<file path="src/rtl/ahm_pkg.sv">
package ahm_pkg;
  typedef enum logic [2:0] {
    ST_IDLE,
    ST_SETUP,
    ST_WAIT_SR,
    ST_HOLD,
    ST_DRAIN
  } ahm_state_e;
endpackage

</file>
<file path="src/rtl/ahm_sync.sv">
module ahm_sync #(
  parameter int STAGES = 2
) (
  input  logic clk,
  input  logic rst_n,
  input  logic d_async,
  output logic q_sync
);
  logic [STAGES-1:0] chain_q;

  generate
    for (genvar i = 0; i < STAGES; i++) begin : g_stage
      if (i == 0) begin : g_first
        always_ff @(posedge clk or negedge rst_n) begin
          if (!rst_n) chain_q[0] <= 1'b0;
          else        chain_q[0] <= d_async;
        end
      end else begin : g_next
        always_ff @(posedge clk or negedge rst_n) begin
          if (!rst_n) chain_q[i] <= 1'b0;
          else        chain_q[i] <= chain_q[i-1];
        end
      end
    end
  endgenerate

  assign q_sync = chain_q[STAGES-1];
endmodule

</file>
<file path="src/rtl/ahm_timer.sv">
module ahm_timer #(
  parameter int W = 8
) (
  input  logic         clk,
  input  logic         rst_n,
  input  logic         load,
  input  logic [W-1:0] load_val,
  output logic         zero
);
  logic [W-1:0] cnt_q;

  always_ff @(posedge clk or negedge rst_n) begin
    if (!rst_n)              cnt_q <= '0;
    else if (load)           cnt_q <= load_val;
    else if (cnt_q != '0)    cnt_q <= cnt_q - 1'b1;
  end

  assign zero = (cnt_q == '0);
endmodule

</file>
<file path="src/rtl/ahm_bus_drv.sv">
module ahm_bus_drv #(
  parameter int ADDR_W = 16,
  parameter int DATA_W = 32
) (
  input  logic              clk,
  input  logic              rst_n,
  input  logic              launch,
  input  logic              l_wr,
  input  logic [ADDR_W-1:0] l_addr,
  input  logic [DATA_W-1:0] l_wdata,
  input  logic              drop_wdata,
  input  logic              release_cmd,
  output logic [ADDR_W-1:0] bus_addr,
  output logic              bus_cmd_wr,
  output logic              bus_cmd_valid,
  output logic [DATA_W-1:0] bus_wdata,
  output logic              bus_wdata_oe
);
  logic [ADDR_W-1:0] addr_q;
  logic [DATA_W-1:0] wdata_q;
  logic              wr_q, valid_q, oe_q;

  always_ff @(posedge clk or negedge rst_n) begin
    if (!rst_n) begin
      addr_q  <= '0;
      wdata_q <= '0;
      wr_q    <= 1'b0;
      valid_q <= 1'b0;
      oe_q    <= 1'b0;
    end else if (launch) begin
      addr_q  <= l_addr;
      wdata_q <= l_wr ? l_wdata : '0;
      wr_q    <= l_wr;
      valid_q <= 1'b1;
      oe_q    <= l_wr;
    end else if (release_cmd) begin
      addr_q  <= '0;
      wdata_q <= '0;
      wr_q    <= 1'b0;
      valid_q <= 1'b0;
      oe_q    <= 1'b0;
    end else if (drop_wdata) begin
      wdata_q <= '0;
      oe_q    <= 1'b0;
    end
  end

  assign bus_addr      = addr_q;
  assign bus_cmd_wr    = wr_q;
  assign bus_cmd_valid = valid_q;
  assign bus_wdata     = oe_q ? wdata_q : '0;
  assign bus_wdata_oe  = oe_q;
endmodule

</file>
<file path="src/rtl/async_hs_master.sv">
module async_hs_master
  import ahm_pkg::*;
#(
  parameter int ADDR_W      = 16,
  parameter int DATA_W      = 32,
  parameter int SKEW_CYC    = 3,
  parameter int TIMEOUT_CYC = 40,
  parameter int SYNC_STAGES = 2
) (
  input  logic              clk,
  input  logic              rst_n,
  input  logic              req_valid,
  output logic              req_ready,
  input  logic              req_write,
  input  logic [ADDR_W-1:0] req_addr,
  input  logic [DATA_W-1:0] req_wdata,
  output logic              rsp_valid,
  input  logic              rsp_ready,
  output logic [DATA_W-1:0] rsp_rdata,
  output logic              rsp_err,
  output logic              busy,
  output logic [ADDR_W-1:0] bus_addr,
  output logic              bus_cmd_wr,
  output logic              bus_cmd_valid,
  output logic [DATA_W-1:0] bus_wdata,
  output logic              bus_wdata_oe,
  input  logic [DATA_W-1:0] bus_rdata,
  output logic              bus_mrdy,
  input  logic              bus_srdy
);
  localparam int CNT_MAX = (SKEW_CYC > TIMEOUT_CYC) ? SKEW_CYC : TIMEOUT_CYC;
  localparam int CNT_W   = $clog2(CNT_MAX + 1);
  localparam logic [CNT_W-1:0] SKEW_LD = CNT_W'(SKEW_CYC - 1);
  localparam logic [CNT_W-1:0] TO_LD   = CNT_W'(TIMEOUT_CYC - 1);

  ahm_state_e state_q, state_d;

  logic srdy_s, tmr_zero, tmr_load;
  logic [CNT_W-1:0] tmr_val;
  logic launch, drop_wdata, release_cmd;
  logic mrdy_set, mrdy_clr, cap_data, err_set, rsp_set;
  logic mrdy_q, rsp_valid_q, err_q;
  logic [DATA_W-1:0] rdata_q;
  logic req_fire, rsp_fire;

  ahm_sync #(.STAGES(SYNC_STAGES)) u_sync (
    .clk(clk), .rst_n(rst_n), .d_async(bus_srdy), .q_sync(srdy_s)
  );

  ahm_timer #(.W(CNT_W)) u_timer (
    .clk(clk), .rst_n(rst_n), .load(tmr_load), .load_val(tmr_val), .zero(tmr_zero)
  );

  ahm_bus_drv #(.ADDR_W(ADDR_W), .DATA_W(DATA_W)) u_drv (
    .clk(clk), .rst_n(rst_n),
    .launch(launch), .l_wr(req_write), .l_addr(req_addr), .l_wdata(req_wdata),
    .drop_wdata(drop_wdata), .release_cmd(release_cmd),
    .bus_addr(bus_addr), .bus_cmd_wr(bus_cmd_wr), .bus_cmd_valid(bus_cmd_valid),
    .bus_wdata(bus_wdata), .bus_wdata_oe(bus_wdata_oe)
  );

  assign req_ready = (state_q == ST_IDLE) && !rsp_valid_q;
  assign req_fire  = req_valid && req_ready;
  assign rsp_fire  = rsp_valid_q && rsp_ready;

  always_comb begin
    state_d     = state_q;
    tmr_load    = 1'b0;
    tmr_val     = SKEW_LD;
    launch      = 1'b0;
    drop_wdata  = 1'b0;
    release_cmd = 1'b0;
    mrdy_set    = 1'b0;
    mrdy_clr    = 1'b0;
    cap_data    = 1'b0;
    err_set     = 1'b0;
    rsp_set     = 1'b0;
    unique case (state_q)
      ST_IDLE: begin
        if (req_fire) begin
          launch   = 1'b1;
          tmr_load = 1'b1;
          tmr_val  = SKEW_LD;
          state_d  = ST_SETUP;
        end
      end
      ST_SETUP: begin
        if (tmr_zero) begin
          mrdy_set = 1'b1;
          tmr_load = 1'b1;
          tmr_val  = TO_LD;
          state_d  = ST_WAIT_SR;
        end
      end
      ST_WAIT_SR: begin
        if (srdy_s) begin
          cap_data   = 1'b1;
          drop_wdata = 1'b1;
          tmr_load   = 1'b1;
          tmr_val    = SKEW_LD;
          state_d    = ST_HOLD;
        end else if (tmr_zero) begin
          mrdy_clr    = 1'b1;
          release_cmd = 1'b1;
          err_set     = 1'b1;
          tmr_load    = 1'b1;
          tmr_val     = TO_LD;
          state_d     = ST_DRAIN;
        end
      end
      ST_HOLD: begin
        if (tmr_zero) begin
          mrdy_clr    = 1'b1;
          release_cmd = 1'b1;
          tmr_load    = 1'b1;
          tmr_val     = TO_LD;
          state_d     = ST_DRAIN;
        end
      end
      ST_DRAIN: begin
        if (!srdy_s) begin
          rsp_set = 1'b1;
          state_d = ST_IDLE;
        end else if (tmr_zero) begin
          rsp_set = 1'b1;
          err_set = 1'b1;
          state_d = ST_IDLE;
        end
      end
      default: state_d = ST_IDLE;
    endcase
  end

  always_ff @(posedge clk or negedge rst_n) begin
    if (!rst_n) begin
      state_q     <= ST_IDLE;
      mrdy_q      <= 1'b0;
      rsp_valid_q <= 1'b0;
      err_q       <= 1'b0;
      rdata_q     <= '0;
    end else begin
      state_q <= state_d;
      if (mrdy_set)      mrdy_q <= 1'b1;
      else if (mrdy_clr) mrdy_q <= 1'b0;
      if (launch) begin
        err_q   <= 1'b0;
        rdata_q <= '0;
      end else begin
        if (err_set)                 err_q   <= 1'b1;
        if (cap_data && bus_cmd_wr == 1'b0) rdata_q <= bus_rdata;
      end
      if (rsp_set)       rsp_valid_q <= 1'b1;
      else if (rsp_fire) rsp_valid_q <= 1'b0;
    end
  end

  assign bus_mrdy  = mrdy_q;
  assign busy      = (state_q != ST_IDLE);
  assign rsp_valid = rsp_valid_q;
  assign rsp_rdata = rdata_q;
  assign rsp_err   = err_q;
endmodule

</file>
<file path="config.mk">
export PLATFORM = sky130hd
export DESIGN_NAME = async_hs_master
export DESIGN_NICKNAME = d
export VERILOG_FILES = /design/src/rtl/ahm_pkg.sv /design/src/rtl/ahm_sync.sv /design/src/rtl/ahm_timer.sv /design/src/rtl/ahm_bus_drv.sv /design/src/rtl/async_hs_master.sv
export SDC_FILE = /design/constraint.sdc
export NUM_CORES = 1
export LEC_CHECK = 0
export CORE_MARGIN = 5
export CORE_UTILIZATION = 40
export DETAILED_ROUTE_END_ITERATION = 16
export DONT_BUFFER_PORTS = 1
export PLACE_DENSITY = 0.59
export SLEW_MARGIN = 40
export SYNTH_ARGS = -nofsm -noshare
export SYNTH_HDL_FRONTEND = slang
export SYNTH_SLANG_ARGS = --single-unit
</file>
<file path="constraint.sdc">
create_clock -name clk -period 1.9 [get_ports clk]
set_input_delay 0.095 -clock clk [delete_from_list [all_inputs] [get_ports clk]]
set_output_delay 0.095 -clock clk [all_outputs]
set_load 0.02 [all_outputs]
</file>
== Word-level counts from Yosys, hierarchy flattened ==
Index checks and enable logic that the tools add are counted.

* Add/subtract/negate cells: 1
* Eq/ne operators: 7
* Mux-type cells: 46
* Bitwise gates (word level): 1
* Reductions and logical operators: 18

{| class="wikitable"
|+ Operators with widths
! operator !! number
|-
| $mux 32 || 7
|-
| $mux 16 || 2
|-
| $mux 6 || 4
|-
| $mux 1 || 22
|-
| $mux 3 || 6
|-
| $pmux 3 s5 || 1
|-
| $pmux 6 s2 || 1
|-
| $reduce_bool 2->1 || 6
|-
| $eq 3x2->1 const B || 2
|-
| $logic_not 6->1 || 1
|-
| $reduce_bool 3->1 || 2
|-
| $reduce_bool 6->1 || 1
|-
| $sub 6x1->6 const B || 1
|-
| $logic_and 1x1->1 || 4
|-
| $ne 2x2->1 const B || 2
|-
| $pmux 1 s2 || 2
|-
| $eq 3x1->1 const B || 1
|-
| $eq 3x3->1 const B || 1
|-
| $logic_not 3->1 || 1
|-
| $ne 3x3->1 const B || 1
|-
| $pmux 1 s3 || 1
|-
| $reduce_and 3->1 || 1
|-
| $reduce_or 2->1 || 1
|-
| $logic_not 1->1 || 1
|-
| $not 1->1 || 1
|}

* Bits in registers: 97
* Bits of input ports: 86
* Output and inout port bits: 88
* Word-level logic and storage cells: 86

== Logic depth before layout (Yosys ltp) ==
* Word-level depth: 6
* Mapped depth: 9

== Cells and area by module ==
From an unflattened synthesis, not the netlist that was laid out.

* Cells, all modules: 312
* Area, all modules: 4108.9 sq um

{| class="wikitable"
|+ Modules (own cells, without submodules)
! module !! instances !! cells each !! area each (sq um) !! seq. area each (sq um)
|-
| ahm_bus_drv || 1 || 155 || 2095.8 || 1276.2
|-
| async_hs_master || 1 || 115 || 1562.7 || 950.9
|-
| ahm_timer || 1 || 40 || 400.4 || 150.1
|-
| ahm_sync || 1 || 2 || 50.0 || 50.0
|}

== Least setup slack after synthesis ==
Ideal clock, no wire load.

* Kind: reg-to-reg
* Start: register state_q[1]
* End: register u_drv.wdata_q[0]
* Setup time: 0.121 ns
* Arrival: 1.637 ns
* Data required time: 1.779 ns
* Slack: 0.142 ns
* Cell stages (with the launch flop): 8
* Path buffers: 3
* Clock period less this slack: 1.758 ns
* Cells stage by stage: dfrtp_1 > buf_6 > nor4_4 > and2_1 > buf_6 > a21oi_4 > buf_6 > a22o_1

* Cells in the longest elaborated chain, start to end: 6
* Elaborated cells between the ends (all ways): 12

{| class="wikitable"
|+ RTL lines
! what !! RTL line !! source
|-
| from (decl) || async_hs_master.sv:36 || <nowiki>ahm_state_e state_q, state_d;</nowiki>
|-
| from (signal assigned) || async_hs_master.sv:142 || <nowiki>state_q <= state_d;</nowiki>
|-
| $logic_not 3->1 * || async_hs_master.sv:62 || <nowiki>assign req_ready = (state_q == ST_IDLE) && !rsp_valid_q;</nowiki>
|-
| $logic_and 1x1->1 * || async_hs_master.sv:62 ||
|-
| via req_ready || async_hs_master.sv:13 || <nowiki>output logic req_ready,</nowiki>
|-
| $logic_and 1x1->1 * || async_hs_master.sv:63 || <nowiki>assign req_fire = req_valid && req_ready;</nowiki>
|-
| $mux 1 * || async_hs_master.sv:80 || <nowiki>if (req_fire) begin</nowiki>
|-
| $mux 1 * || async_hs_master.sv:78 || <nowiki>unique case (state_q)</nowiki>
|-
| $reduce_bool 3->1 (no line) / $mux 32 (equally long branches) || -- ||
|-
| to (signal assigned) || ahm_bus_drv.sv:32 || <nowiki>wdata_q <= l_wr ? l_wdata : '0;</nowiki>
|-
| to (decl) || ahm_bus_drv.sv:20 || <nowiki>logic [DATA_W-1:0] wdata_q;</nowiki>
|}

Mark *: on every way through the listed nets, which the timed path passes. The rest lies on a longest branch.
A chain may end at the register's enable or synchronous reset.

== Worst setup path in the final report ==
* Start: register state_q[0]
* End: register u_drv.addr_q[11] (netlist: u_drv.bus_addr[11])

* Cells in the longest elaborated chain, start to end: 6
* Elaborated cells between the ends (all ways): 10

{| class="wikitable"
|+ RTL lines
! what !! RTL line !! source
|-
| $logic_not 3->1 || async_hs_master.sv:62, async_hs_master.sv:78 ||
|-
| $logic_and 1x1->1 || async_hs_master.sv:62 ||
|-
| $logic_and 1x1->1 || async_hs_master.sv:63 ||
|-
| $mux 1 || async_hs_master.sv:80 ||
|-
| $mux 1 || async_hs_master.sv:78 ||
|-
| $mux 16 / $reduce_bool 2->1 (equally long branches) || -- ||
|-
| to (signal assigned) || ahm_bus_drv.sv:31 || <nowiki>addr_q <= l_addr;</nowiki>
|-
| to (decl) || ahm_bus_drv.sv:19 || <nowiki>logic [ADDR_W-1:0] addr_q;</nowiki>
|}

Several ways; a longest one is shown, not always the timed one.

==> summary.md <==
| Metric | Value |
|---|---|
| Worst Path Arrival | 2000 ps |
| Pin count of the biggest net entering global routing | 98 |
| First-pass GRT wire length | 15,900 um |
| Total wire length | 10,300 um |
| Grt ovf | 0 |
| Overall Power | 7.86 mW |
| Post-synth cell types | 34 |
| Die H | 109 um |
| CP max stage cell | dfrtp_1 |
| Routed Antenna Nets | 0 |
| CTS tree | yes |
| Diode count | 0 |
| R2R depth | 5 |
| Nets | 481 |
| Placed cells | 432 |
| Multi-input gate area | 1350 um2 |
| Critical Path RT | 2140 ps |
| GRT Total Usage | 17.2% |
| Max incr delay on CP | 430 ps |
| Die width | 109 um |
| Outcome | finished with violations |
| Critical path type | reg -> reg |
| Area growth syn-to-layout | 30.9% |
| Dpl hpwl | 6230 um |
| Mapped Cells | 304 |
| Vias in the first global route | 3,070 |
| Final std cells w/o fill | 531 |
| Die area | 11,900 um2 |
| Final Cell Area | 5150 um2 |
| Max Buffers Root-to-Sink | 2 |
| Final setup fails | 0 |
| Clock skew | 16.2 ps |
| Final slew viol count | 0 |
| Vias post-DR | 2,864 |
| RSZ-0062 raised after global routing | no |
| Maximum VDD drop | 0.748 mV |
| Synth top area cells | dfrtp_1 (62%), a22o_1 (18%), and2_1 (5.4%), buf_6 (2.0%), buf_2 (1.4%) |
| Fraction of final layout cells sized beyond drive strength 1 | 10.8% |
| Site row count | 36 |
| Critical-path cell list | nor4_4 -> and2_1 -> buf_4 -> nor2_4 -> a22o_1 |
| Achievable Freq | 569 MHz |
| Cts bufs inserted | 9 |
| Mapped cell area | 3940 um2 |
| 1st-pass router iterations | 4 |
| Hold buffer count at cts | 82 |
| # H-tree levels | 3 |
| Vias/cell | 5.39 |
| Clock latency at the later pin of the worst-skew pair | 360 ps |
| Max_slew headroom | 49.4% |
| Power Dens Cells | 1520 nW/um2 |
| IO Port Bufs | 0 |
| Post-synthesis sequential area ratio | 61.6% |
| CP max FO | 20 |
| Fin crit period | 1760 ps |
| R2R setup slack | 140 ps |
| CTS sink cnt | 97 |
| Fin Hold WS | -582 ps |
| Initial antenna violation count | 0 |
| Filler cell count | 785 |
| Tightest Hold Check Type | in -> async |
| Reg2reg start | state_q[0] |
| Post-layout util | 53.2% |
| # IOs | 174 |
| CTS clock-pin slew for the worst setup and hold paths | 100 ps |
| Ys Warns | 0 |
| Register area | 2430 um2 |
| Syn_area_per_cell | 13.0 um2 |
| Total placed instance area | 4130 um2 |
| Fin. Hold Viols | 97 |
| Terminus of the critical flop-to-flop path | u_drv.bus_addr[11] |
| Core ar. | 9680 um2 |
| #FFs+latches synth | 97 |
| Failing checks | negative hold slack |
| GPL Wtd Cong | 0.747 |
| Initial core utilization | 40.7% |
| Pleak | 2.42 nW |
| Post-synth top area cell | dfrtp_1 |
| Final worst-path cycle share | 92.6% |
| Yosys top cell area share | 61.6% |
| Worst-Margin Slew | 756 ps |
| Crit. End Element | flip-flop |
| Initial DRC count | 275 |
| Post-Syn Nets | 392 |
| CTS Root Cell | clkbuf_8 |
| Residual DRC | 0 |
| Max-cap violations | 0 |
| Wire length per cell | 19.5 um |
| Startpoint types | flip-flop |
[cells in the final DEF (no fill, tap or decap), drive strengths merged, types with 2 or more instances in the layout]
cell         netlist  routed
ha                 2       2
dfrtp             97      97
a22o              81      81
nor3               5       5
nor2b              2       2
dlygate4sd3        0      82
nor2              12      12
clkbuf             4       9
and3               2       2
or3                3       3
clkinv             0       3
a21oi              7       7
nand3              2       2
nand2b             2       2
and2              34      34
xnor2              2       2
buf               19      19
mux2i              2       2
a211oi             2       2
inv                5       8
nand2              9       9
o21ai              3       3
a21o               4       4
[kinds of logic after synthesis]
group	count (synthesis)	synth area share (%)
xor+xnor	3	0.667
flops	97	61.6
compound gates	100	21.3
fa+ha+maj	2	0.635
mux	2	0.508
simple gates	72	10.8
buf+inv	28	4.48
[power breakdown]
| group | total [mW] | switching, mW | internal, mW |
|---|---|---|---|
| combinational | 2.35 | 1.15 | 1.20 |
| clock | 1.27 | 0.769 | 0.501 |
| sequential | 4.24 | 1.34 | 2.90 |
[area by class of cell]
cell class | instances | share of cell area, %
sequential | 97 | 47.1
multi-input combinational | 179 | 26.1
timing repair buffer | 101 | 19.6
tap | 133 | 3.23
clock buffer | 9 | 2.40
clock inverter | 7 | 1.21
inverter | 5 | 0.364
[flip-flops by register name (all words and copies together) (netlist names)]
register,cells
bus_mrdy,1
rsp_err,1
rsp_rdata,32
rsp_valid,1
state_q,3
u_drv.bus_addr,16
u_drv.bus_cmd_valid,1
u_drv.bus_cmd_wr,1
u_drv.bus_wdata_oe,1
u_drv.wdata_q,32
u_sync.chain_q,1
u_sync.q_sync,1
u_timer.cnt_q,6
[synth_stat cells]
cell type / instances
and3_2: 1
nor4_4: 1
buf_4: 1
nor2_2: 1
a21o_1: 4
ha_1: 2
buf_2: 11
nand3_1: 2
and2_1: 34
nor3_1: 3
a211oi_1: 2
a22o_1: 81
clkbuf_2: 1
a31oi_1: 1
mux2i_1: 2
o21ai_0: 3
inv_1: 5
clkbuf_1: 3
or3_1: 3
nor2_1: 10
o211ai_1: 1
nand2_1: 9
and3_1: 1
a21oi_1: 6
dfrtp_1: 97
nor2b_1: 2
xor2_1: 1
nor2_4: 1
a21oi_4: 1
buf_6: 7
o31ai_1: 1
nor3_2: 2
nand2b_1: 2
xnor2_1: 2
[through the flow]
step | TNS [ps] | hold WS, ps | setup WS (ps)
detailed placement | 0 | -197 | 5.76
global route | 0 | -615 | 27.3
global placement | -3660 | -197 | -110
floorplan | 0 | -201 | 142
finish | 0 | -582 | 141
CTS | 0 | -603 | 132
[metal layers]
metal | share of wire (%) | up-vias | GRT usage [%]
li1 | - | 1282 | -
met1 | 40 | 1407 | 21.2
met2 | 48 | 155 | 27.5
met3 | 9.8 | 20 | 6.57
met4 | 2.5 | 0 | 6.68
met5 | 0 | - | 0
[repair_timing]
item	CTS	global route
endpoints found under the setup margin	17	0
gates resized for setup	0	0
setup buffers	1	0
endpoints found under the hold margin	179	97
[critical path, delay by kind of cell (launching register included)]
family / cells / cell delay, ps
AO/OA/AOI/OAI: 1 / 200
buffers and inverters: 1 / 300
flip-flops: 1 / 430
AND/OR/NAND/NOR: 3 / 710
[worst max-delay path by stage]
stage	cells past startpoint	from	to
after global placement	6	u_timer.cnt_q[1]	u_drv.wdata_q[25]
after CTS	6	state_q[0]	u_drv.wdata_q[26]
after global routing	6	u_timer.cnt_q[1]	u_timer.cnt_q[2]
final	5	state_q[0]	u_drv.bus_addr[11]
after floorplan	7	state_q[1]	u_drv.wdata_q[0]
after detailed placement	7	u_timer.cnt_q[1]	u_drv.wdata_q[5]
Note: power is estimated with default switching activity, not from simulation.
